File: config.mk
export PLATFORM = sky130hd
export DESIGN_NAME = mbus_master
export DESIGN_NICKNAME = d
export VERILOG_FILES = /design/src/rtl/mbus_pkg.sv /design/src/rtl/mbus_ctrl.sv /design/src/rtl/mbus_dpath.sv /design/src/rtl/mbus_master.sv
export SDC_FILE = /design/constraint.sdc
export NUM_CORES = 1
export LEC_CHECK = 0
export CAP_MARGIN = 20
export CELL_PAD_IN_SITES_DETAIL_PLACEMENT = 2
export CELL_PAD_IN_SITES_GLOBAL_PLACEMENT = 2
export CORE_UTILIZATION = 34
export CTS_CLUSTER_DIAMETER = 40
export DETAILED_ROUTE_END_ITERATION = 6
export DONT_BUFFER_PORTS = 1
export HOLD_SLACK_MARGIN = 0.05
export PLACE_DENSITY_LB_ADDON = 0.05
export SLEW_MARGIN = 20
export SYNTH_ARGS = -nofsm -noshare
export SYNTH_HDL_FRONTEND = slang
export SYNTH_HIERARCHICAL = 1
export SYNTH_SLANG_ARGS = --single-unit
export TNS_END_PERCENT = 50
File: constraint.sdc
create_clock -name clk -period 4.15 [get_ports clk]
set_input_delay 0.83 -clock clk [delete_from_list [all_inputs] [get_ports clk]]
set_output_delay 0.83 -clock clk [all_outputs]
set_load 0.02 [all_outputs]
File: src/rtl/mbus_pkg.sv
package mbus_pkg;
  localparam int BUS_W  = 32;
  localparam int LANES  = BUS_W / 8;
  localparam int PART_W = 4;
  localparam logic [PART_W:0] SPAN = 5'd16;

  localparam logic [1:0] W8  = 2'd0;
  localparam logic [1:0] W16 = 2'd1;

  typedef enum logic [1:0] {ST_IDLE, ST_ADDR, ST_DATA, ST_HALT} busSt_t;

  typedef struct packed {
    logic load;
    logic beat;
    logic inAddr;
    logic inData;
    logic inHalt;
  } ctlStb_t;

  function automatic logic [PART_W:0] stepOf(input logic [1:0] w);
    case (w)
      W8:      return 5'd1;
      W16:     return 5'd2;
      default: return 5'd4;
    endcase
  endfunction

  function automatic logic [PART_W-1:0] alignPart(input logic [PART_W-1:0] a, input logic [1:0] w);
    case (w)
      W8:      return a;
      W16:     return {a[3:1], 1'b0};
      default: return {a[3:2], 2'b00};
    endcase
  endfunction

  function automatic int unsigned lanesOf(input logic [1:0] w);
    case (w)
      W8:      return 1;
      W16:     return 2;
      default: return LANES;
    endcase
  endfunction
endpackage

File: src/rtl/mbus_ctrl.sv
module mbus_ctrl
  import mbus_pkg::*;
(
  input  logic    clk,
  input  logic    rstN,
  input  logic    reqValid,
  input  logic    reqOk,
  input  logic    lastBeat,
  input  logic    rdy,
  input  logic    halt,
  input  logic    holdReq,
  output ctlStb_t stb,
  output logic    reqAck,
  output logic    reqErr,
  output logic    adsN,
  output logic    ale,
  output logic    aleN,
  output logic    ctlOe
);
  busSt_t st, nxt;
  logic canStart, takeReq;

  always_comb begin
    nxt      = st;
    takeReq  = 1'b0;
    canStart = reqValid && !halt && !holdReq;
    case (st)
      ST_IDLE:
        if (halt) nxt = ST_HALT;
        else if (canStart) begin
          takeReq = 1'b1;
          nxt     = reqOk ? ST_ADDR : ST_IDLE;
        end
      ST_ADDR: nxt = ST_DATA;
      ST_DATA:
        if (rdy && lastBeat) begin
          if (halt) nxt = ST_HALT;
          else if (canStart) begin
            takeReq = 1'b1;
            nxt     = reqOk ? ST_ADDR : ST_IDLE;
          end else nxt = ST_IDLE;
        end
      ST_HALT: if (!halt) nxt = ST_IDLE;
      default: nxt = ST_IDLE;
    endcase
  end

  always_ff @(posedge clk or negedge rstN)
    if (!rstN) st <= ST_IDLE;
    else       st <= nxt;

  assign reqAck     = takeReq;
  assign reqErr     = takeReq && !reqOk;
  assign stb.load   = takeReq && reqOk;
  assign stb.beat   = (st == ST_DATA) && rdy;
  assign stb.inAddr = (st == ST_ADDR);
  assign stb.inData = (st == ST_DATA);
  assign stb.inHalt = (st == ST_HALT);
  assign adsN       = !(st == ST_ADDR);
  assign ale        = (st == ST_ADDR);
  assign aleN       = !ale;
  assign ctlOe      = !((st == ST_IDLE) && holdReq);
endmodule

File: src/rtl/mbus_dpath.sv
module mbus_dpath
  import mbus_pkg::*;
(
  input  logic             clk,
  input  logic             rstN,
  input  ctlStb_t          stb,
  input  logic [BUS_W-1:0] reqAddr,
  input  logic             reqWrite,
  input  logic [1:0]       reqWidth,
  input  logic [1:0]       reqLen,
  input  logic [BUS_W-1:0] wrData,
  input  logic [BUS_W-1:0] busAdIn,
  output logic             reqOk,
  output logic             lastBeat,
  output logic             wrNext,
  output logic [BUS_W-1:0] busAd,
  output logic             busAdOe,
  output logic [1:0]       aHi,
  output logic [LANES-1:0] beOut,
  output logic [BUS_W-1:0] rdData,
  output logic             rdValid
);
  logic [BUS_W-1:2]  addrQ;
  logic              wrQ;
  logic [1:0]        widthQ, sizeQ, beatsLeft;
  logic [PART_W-1:0] partQ;
  logic [BUS_W-1:0]  haltQ, laneMask, wrDrive;
  logic [PART_W:0]   endOff;

  for (genvar i = 0; i < LANES; i++) begin : g_lane
    assign laneMask[8*i +: 8] = {8{i < lanesOf(widthQ)}};
  end

  assign wrDrive  = wrData & laneMask;
  assign endOff   = {1'b0, alignPart(reqAddr[PART_W-1:0], reqWidth)}
                  + (({3'b000, reqLen} + 5'd1) * stepOf(reqWidth));
  assign reqOk    = endOff <= SPAN;
  assign lastBeat = beatsLeft == 2'd0;
  assign wrNext   = stb.beat && wrQ;

  always_ff @(posedge clk or negedge rstN)
    if (!rstN) begin
      addrQ <= '0; wrQ <= 1'b0; widthQ <= 2'd2; sizeQ <= '0; beatsLeft <= '0;
      partQ <= '0; haltQ <= '0; rdData <= '0; rdValid <= 1'b0;
    end else begin
      rdValid <= stb.beat && !wrQ;
      if (stb.beat && !wrQ) rdData <= busAdIn & laneMask;
      if (stb.beat)
        haltQ <= wrQ ? {wrDrive[BUS_W-1:2], sizeQ} : {addrQ[BUS_W-1:4], partQ[3:2], sizeQ};
      if (stb.load) begin
        addrQ     <= reqAddr[BUS_W-1:2];
        wrQ       <= reqWrite;
        widthQ    <= reqWidth;
        sizeQ     <= reqLen;
        beatsLeft <= reqLen;
        partQ     <= alignPart(reqAddr[PART_W-1:0], reqWidth);
      end else if (stb.beat) begin
        beatsLeft <= beatsLeft - 2'd1;
        partQ     <= partQ + PART_W'(stepOf(widthQ));
      end
    end

  always_comb begin
    busAd   = '0;
    busAdOe = 1'b0;
    if (stb.inAddr) begin
      busAd   = {addrQ, sizeQ};
      busAdOe = 1'b1;
    end else if (stb.inData) begin
      busAd   = wrQ ? wrDrive : '0;
      busAdOe = wrQ;
    end else if (stb.inHalt) begin
      busAd   = haltQ;
      busAdOe = 1'b1;
    end
  end

  assign aHi = partQ[3:2];

  always_comb begin
    beOut = '0;
    case (widthQ)
      W8:      beOut[1:0] = partQ[1:0];
      W16:     beOut[1]   = partQ[1];
      default: ;
    endcase
  end
endmodule

File: src/rtl/mbus_master.sv
module mbus_master
  import mbus_pkg::*;
(
  input  logic             clk,
  input  logic             rstN,
  input  logic             reqValid,
  input  logic [BUS_W-1:0] reqAddr,
  input  logic             reqWrite,
  input  logic [1:0]       reqWidth,
  input  logic [1:0]       reqLen,
  output logic             reqAck,
  output logic             reqErr,
  input  logic [BUS_W-1:0] wrData,
  output logic             wrNext,
  output logic [BUS_W-1:0] rdData,
  output logic             rdValid,
  input  logic             halt,
  input  logic             holdReq,
  input  logic             rdy,
  input  logic [BUS_W-1:0] busAdIn,
  output logic [BUS_W-1:0] busAd,
  output logic             busAdOe,
  output logic             ctlOe,
  output logic             adsN,
  output logic             ale,
  output logic             aleN,
  output logic [1:0]       aHi,
  output logic [LANES-1:0] beOut
);
  ctlStb_t stb;
  logic    reqOk, lastBeat;

  mbus_ctrl u_ctrl (
    .clk(clk), .rstN(rstN), .reqValid(reqValid), .reqOk(reqOk), .lastBeat(lastBeat),
    .rdy(rdy), .halt(halt), .holdReq(holdReq), .stb(stb), .reqAck(reqAck),
    .reqErr(reqErr), .adsN(adsN), .ale(ale), .aleN(aleN), .ctlOe(ctlOe)
  );

  mbus_dpath u_dpath (
    .clk(clk), .rstN(rstN), .stb(stb), .reqAddr(reqAddr), .reqWrite(reqWrite),
    .reqWidth(reqWidth), .reqLen(reqLen), .wrData(wrData), .busAdIn(busAdIn),
    .reqOk(reqOk), .lastBeat(lastBeat), .wrNext(wrNext), .busAd(busAd),
    .busAdOe(busAdOe), .aHi(aHi), .beOut(beOut), .rdData(rdData), .rdValid(rdValid)
  );
endmodule

After elaboration in Yosys (flattened, before gate mapping):

Cells that the tools add are included.

* add/subtract/negate cells: 4
* multiply operators: 1
* order comparisons: 5
* equality and inequality tests: 8
* mux-type cells: 32
* bitwise logic cells: 2
* reduce and logical (&&, ||, !) cells: 22

Operator list (number)
* 2-to-1 mux 32 bit: 5
* AND 32 bit: 2
* one-hot mux 3 bit (2 select lines): 3
* 2-to-1 mux 2 bit: 8
* 2-to-1 mux 4 bit: 4
* logical AND 1 bit: 9
* 2-to-1 mux 1 bit: 9
* logical NOT 2 bit: 4
* one-hot mux 2 bit (4 select lines): 1
* == test 2 x 1 -> 1 bit, second input constant: 3
* logical NOT 1 bit: 6
* less-than comparator 1 x 3 -> 1 bit, first input constant: 2
* less-than comparator 2 x 3 -> 1 bit, first input constant: 2
* adder 4 x 5 -> 5 bit: 1
* <= comparator 5 bit, second input constant: 1
* multiplier 5 x 3 -> 5 bit: 1
* adder 4 bit: 1
* == test 2 bit, second input constant: 2
* one-hot mux 2 bit (2 select lines): 1
* adder 2 x 1 -> 3 bit, second input constant: 1
* != test 3 x 2 -> 1 bit, second input constant: 1
* AND reduction 3 bit: 1
* != test 2 x 1 -> 1 bit, second input constant: 1
* != test 2 bit, second input constant: 1
* 4 further kinds: 4

* flip-flop bits (word level): 108
* bits of input ports: 107
* output and inout bits: 79
* word-level logic and storage cells: 84

Depth between registers and ports, before layout:

* word-level depth: 12
* gate-level depth with buffers: 17
* depth with buffers taken out: 14

Modules after synthesis:

The synthesis kept the hierarchy.

By module, submodules not included
* mbus_dpath: times used 1, cells an instance 557, area an instance 5555.3 um2, seq. area each 2653.8 um2
* mbus_ctrl: times used 1, cells an instance 21, area an instance 192.7 um2, seq. area each 50.0 um2

Worst setup path before layout:

No wires, ideal clock.

* kind: input -> register
* start: input port reqLen[0]
* end: register u_dpath/addrQ[17] (netlist bit)
* setup time: 0.125 ns
* data arrival time: 4.379 ns
* data required time: 4.025 ns
* path slack: -0.354 ns
* cell stages on the path: 13
* path buffers: 2
* path through: ha_1 -> and3b_1 -> fa_1 -> inv_1 -> fa_1 -> inv_1 -> fa_1 -> xor2_1 -> o41ai_1 -> nor3b_2 -> buf_2 -> buf_2 -> mux2_2

RTL lines
* from (decl): line mbus_master.sv:10 `input logic [1:0] reqLen,`
* to (signal assigned): line mbus_dpath.sv:51 `addrQ <= reqAddr[BUS_W-1:2];`
* to (decl): line mbus_dpath.sv:23 `logic [BUS_W-1:2] addrQ;`

Final worst setup path:

* start: input port reqLen[0]
* end: output port reqErr

* cells in the longest elaborated chain, start to end: 6

RTL lines
* adder 2 x 1 -> 3 bit: line mbus_dpath.sv:36 `+ (({3'b000, reqLen} + 5'd1) * stepOf(reqWidth));`
* multiplier 5 x 3 -> 5 bit: line mbus_dpath.sv:36
* adder 4 x 5 -> 5 bit: line mbus_dpath.sv:36
* <= comparator 5 bit: line mbus_dpath.sv:37 `assign reqOk = endOff <= SPAN;`
* via reqOk: line mbus_master.sv:31 `logic reqOk, lastBeat;`
* logical NOT 1 bit: line mbus_ctrl.sv:53 `assign reqErr = takeReq && !reqOk;`
* logical AND 1 bit: line mbus_ctrl.sv:53
* to (decl): line mbus_master.sv:12 `output logic reqErr,`

The timed path passes the listed nets, and every way through them passes these cells.

==> results.toml <==
[logic_synthesis]
ys_seq_area_share_pct = 47.0
synth_seq_cells = 108
netlist_area_mm2 = 0.00575
ys.flop_type = "dfrtp_1"
yosysMostFrequentCell = "dfrtp_1"
synth_top_area_share_pct = 46.6
synth_area_per_cell_um2 = 9.94
ys_async_sr_fraction_pct = 100
synth-edff-count = 0
yosys.cell_types.count = 50
synth_top_area_cell = "dfrtp_1"
netlist_top_cells_area = "dfrtp_1 47%, mux2_2 7.8%, a21oi_1 5.1%, nand2_1 4.2%, o21ai_0 3.9%"
netlist_instances = 578
yosys_warnings = 6
synthTopCellsByCount = "107 x dfrtp_1, 64 x nand2_1, 59 x a21oi_1, 45 x o21ai_0, 40 x mux2_2"

[floorplanning]
core_area_mm2 = 0.0165
rows = 47
die_x_um = 132
die_y_um = 132
io-pin-count = 186
die_area_mm2 = 0.0174
initial_utilization_pct = 34.8

[finish]
area_growth_pct = 11.3
post-route-util_pct = 38.7
drive_gt1_share_pct = 18.8
nNetsFinal = 688
fill_cells = 1784
diodes = 0

[sta]
finalMaxSlewViolations = 0
slew_headroom_pct = 48.5
finClkSkew_ns = 0.00824
min_period_ns = 4.27
hold_viol_final = 0
rsz0062_at_grt = "true"
clock.fmax_ghz = 0.234
setup_slack_ns = -0.118
setup_viol = 1
fin_crit_sh_pct = 103
worst_pin_slew_ns = 0.764

[pwr]
power.density_mw_per_mm2 = 839
total_power_w = 0.00537
irDropWorstVdd_mv = 0.265
leakage_nw = 2.69

[setup_path]
crit_slowest_cell = "fa_1"
crit_buf_inv = 3
crit_type = "in2out"
start_kind = "primary input"
end_kind = "output port"
critPathArrivalTime_ns = 3.44
critical_path.top_delay_family = "adder cells"
crit_path_max_fanout = 5
slowest_delay_ns = 0.50
worstPathCellList = "ha_4 > and3b_1 > fa_1 > inv_1 > fa_1 > inv_2 > ha_4 > a21o_1 > a21oi_2 > xnor2_2 > o41ai_4 > nor3_2 > buf_4"
required_ns = 3.32

[routing]
drt-initial-drc-count = 152
drtPass1Iterations = 4
ant_nets = 0
route.detailed.drc = 0
wl_per_cell_um = 21.0
vias_per_cell = 5.36
finalWirelength_um = 16600
vias = 4227

[global_routing]
grt_util_all_layers_pct = 19.5
grt_max_degree = 109
grt_pass1_vias = 4722
grt_pass1_wl_um = 26200
overflow = 0
grt_antenna_before_repair = 1

[job]
drv_cap = 0

[clocking]
cts_num_sinks = 108
numCtsBuffers = 9
cts.clk_slew.worst_paths_ns = 0.07
clock-root-buffer = "clkbuf_16"
clk_latency_ns = 0.35
tritoncts = "built"
cts_max_path_buffers = 2
h-tree-depth = 3
holdBufCountCts = 0

[place]
place.gp.congestion = 0.735
dpl.hpwl_um = 11500
port_buffers = 0

[worst_hold_path]
hold_path.class = "in2async"

[run_status]
status = "complete, but fails checks"
violations = "setup timing"
==> power by group <==
group          total [W]  switching (W)  leakage [nW]  internal (W)
sequential       0.00214       0.000571          1.32       0.00157
clock           0.000966       0.000387         0.162      0.000579
combinational    0.00226        0.00134          1.22      0.000921
total            0.00537        0.00230          2.69       0.00307
==> logic make-up after synthesis <==
| kind of cell | after synthesis | synth area share (%) |
|---|---|---|
| compound gates | 162 | 17.4 |
| xor+xnor | 7 | 1.07 |
| fa+ha+maj | 18 | 4.57 |
| buf+inv | 71 | 6.16 |
| flops | 108 | 47.0 |
| mux | 49 | 9.43 |
| other cells | 1 | 0.0652 |
| simple gates | 162 | 14.2 |
==> worst reg2reg max path, cell delays in order (launching register included) <==
cell and delay (ns):
dfrtp_1 0.43, and2b_4 0.49, and2_2 0.46, buf_4 0.59
o21ai_0 0.19, nor2_1 0.20, xnor2_1 0.15, o21ai_0 0.10
==> timing repair <==
| item | CTS | global route |
|---|---|---|
| hold endpoints to repair | 0 | 0 |
| gates cloned | 0 | 0 |
| endpoints found under the setup margin | 1 | 1 |
| resized for setup | 2 | 0 |
| setup buffers | 1 | 0 |
| pin swaps | 8 | 3 |
==> cells in the final DEF (no fill, tap or decap), types with 12 or more instances in the layout <==
cell type	instances
mux2_4	13
o21ai_1	12
nor2b_1	28
dfrtp_1	106
a21oi_1	58
inv_1	21
o21ai_0	45
nand2_1	64
buf_4	21
a32oi_1	15
mux2_2	27
nor2_1	36
==> path summary, 6_finish.rpt <==
check / end / depth (start not counted) / from / slack, ns
min reg2reg: u_dpath/haltQ[0]$_DFFE_PN0P_ / 1 / u_dpath/sizeQ[0]$_DFFE_PN0P_ / 0.53
max in group asynchronous: u_dpath/widthQ[1]$_DFFE_PN1P_ / 0 / rstN / 3.74
min: u_dpath/haltQ[24]$_DFFE_PN0P_ / 0 / rstN / 0.17
max reg2reg: u_dpath/partQ[3]$_DFFE_PN0P_ / 7 / u_ctrl/st[0]$_DFFE_PN0P_ / 1.43
max: reqErr / 13 / reqLen[0] / -0.12
min in group clk: u_dpath/haltQ[0]$_DFFE_PN0P_ / 1 / u_dpath/sizeQ[0]$_DFFE_PN0P_ / 0.53
==> registers in the layout, summed over array words and instances, names as in the netlist <==
name	flops
u_dpath/rdValid	1
u_dpath/widthQ	2
u_dpath/haltQ	32
u_dpath/addrQ	30
u_dpath/rdData	32
u_ctrl/st	2
u_dpath/wrQ	1
u_dpath/sizeQ	2
u_dpath/partQ	4
u_dpath/beatsLeft	2
==> per-layer routing <==
layer	GRT usage [%]	up-vias	routed length, um	part of all wire [%]
met3	6.69	12	1180	7.1
met1	22.8	2157	6720	41
met5	0	-	16	0.097
li1	-	1943	-	-
met2	34.1	113	8480	51
met4	4.65	2	157	0.95
==> metrics by stage <==
step                      hold WS (ns)  setup TNS [ns]  worst slack [ns]  area (um^2)  cells
after floorplan                  0.479          -0.331           -0.0905         5860    579
after global placement           0.491           -6.35            -0.191         6030    771
after detailed placement         0.515          -10.38            -0.297         6030    771
after CTS                        0.146          -0.190            -0.190         6400    788
after global routing             0.141          -0.231            -0.231         6400    788
final                            0.167          -0.118            -0.118         6400    788
==> layout make-up <==
type / count / area (um^2) / area share [%]
multi-input combinational: 400 / 2820 / 44.1
sequential: 108 / 2710 / 42.3
tap: 220 / 275 / 4.30
clock buffer: 13 / 270 / 4.23
timing repair buffer: 22 / 178 / 2.78
inverter: 22 / 82.6 / 1.29
clock inverter: 3 / 67.6 / 1.06
Power figures use the tool's default switching activity.
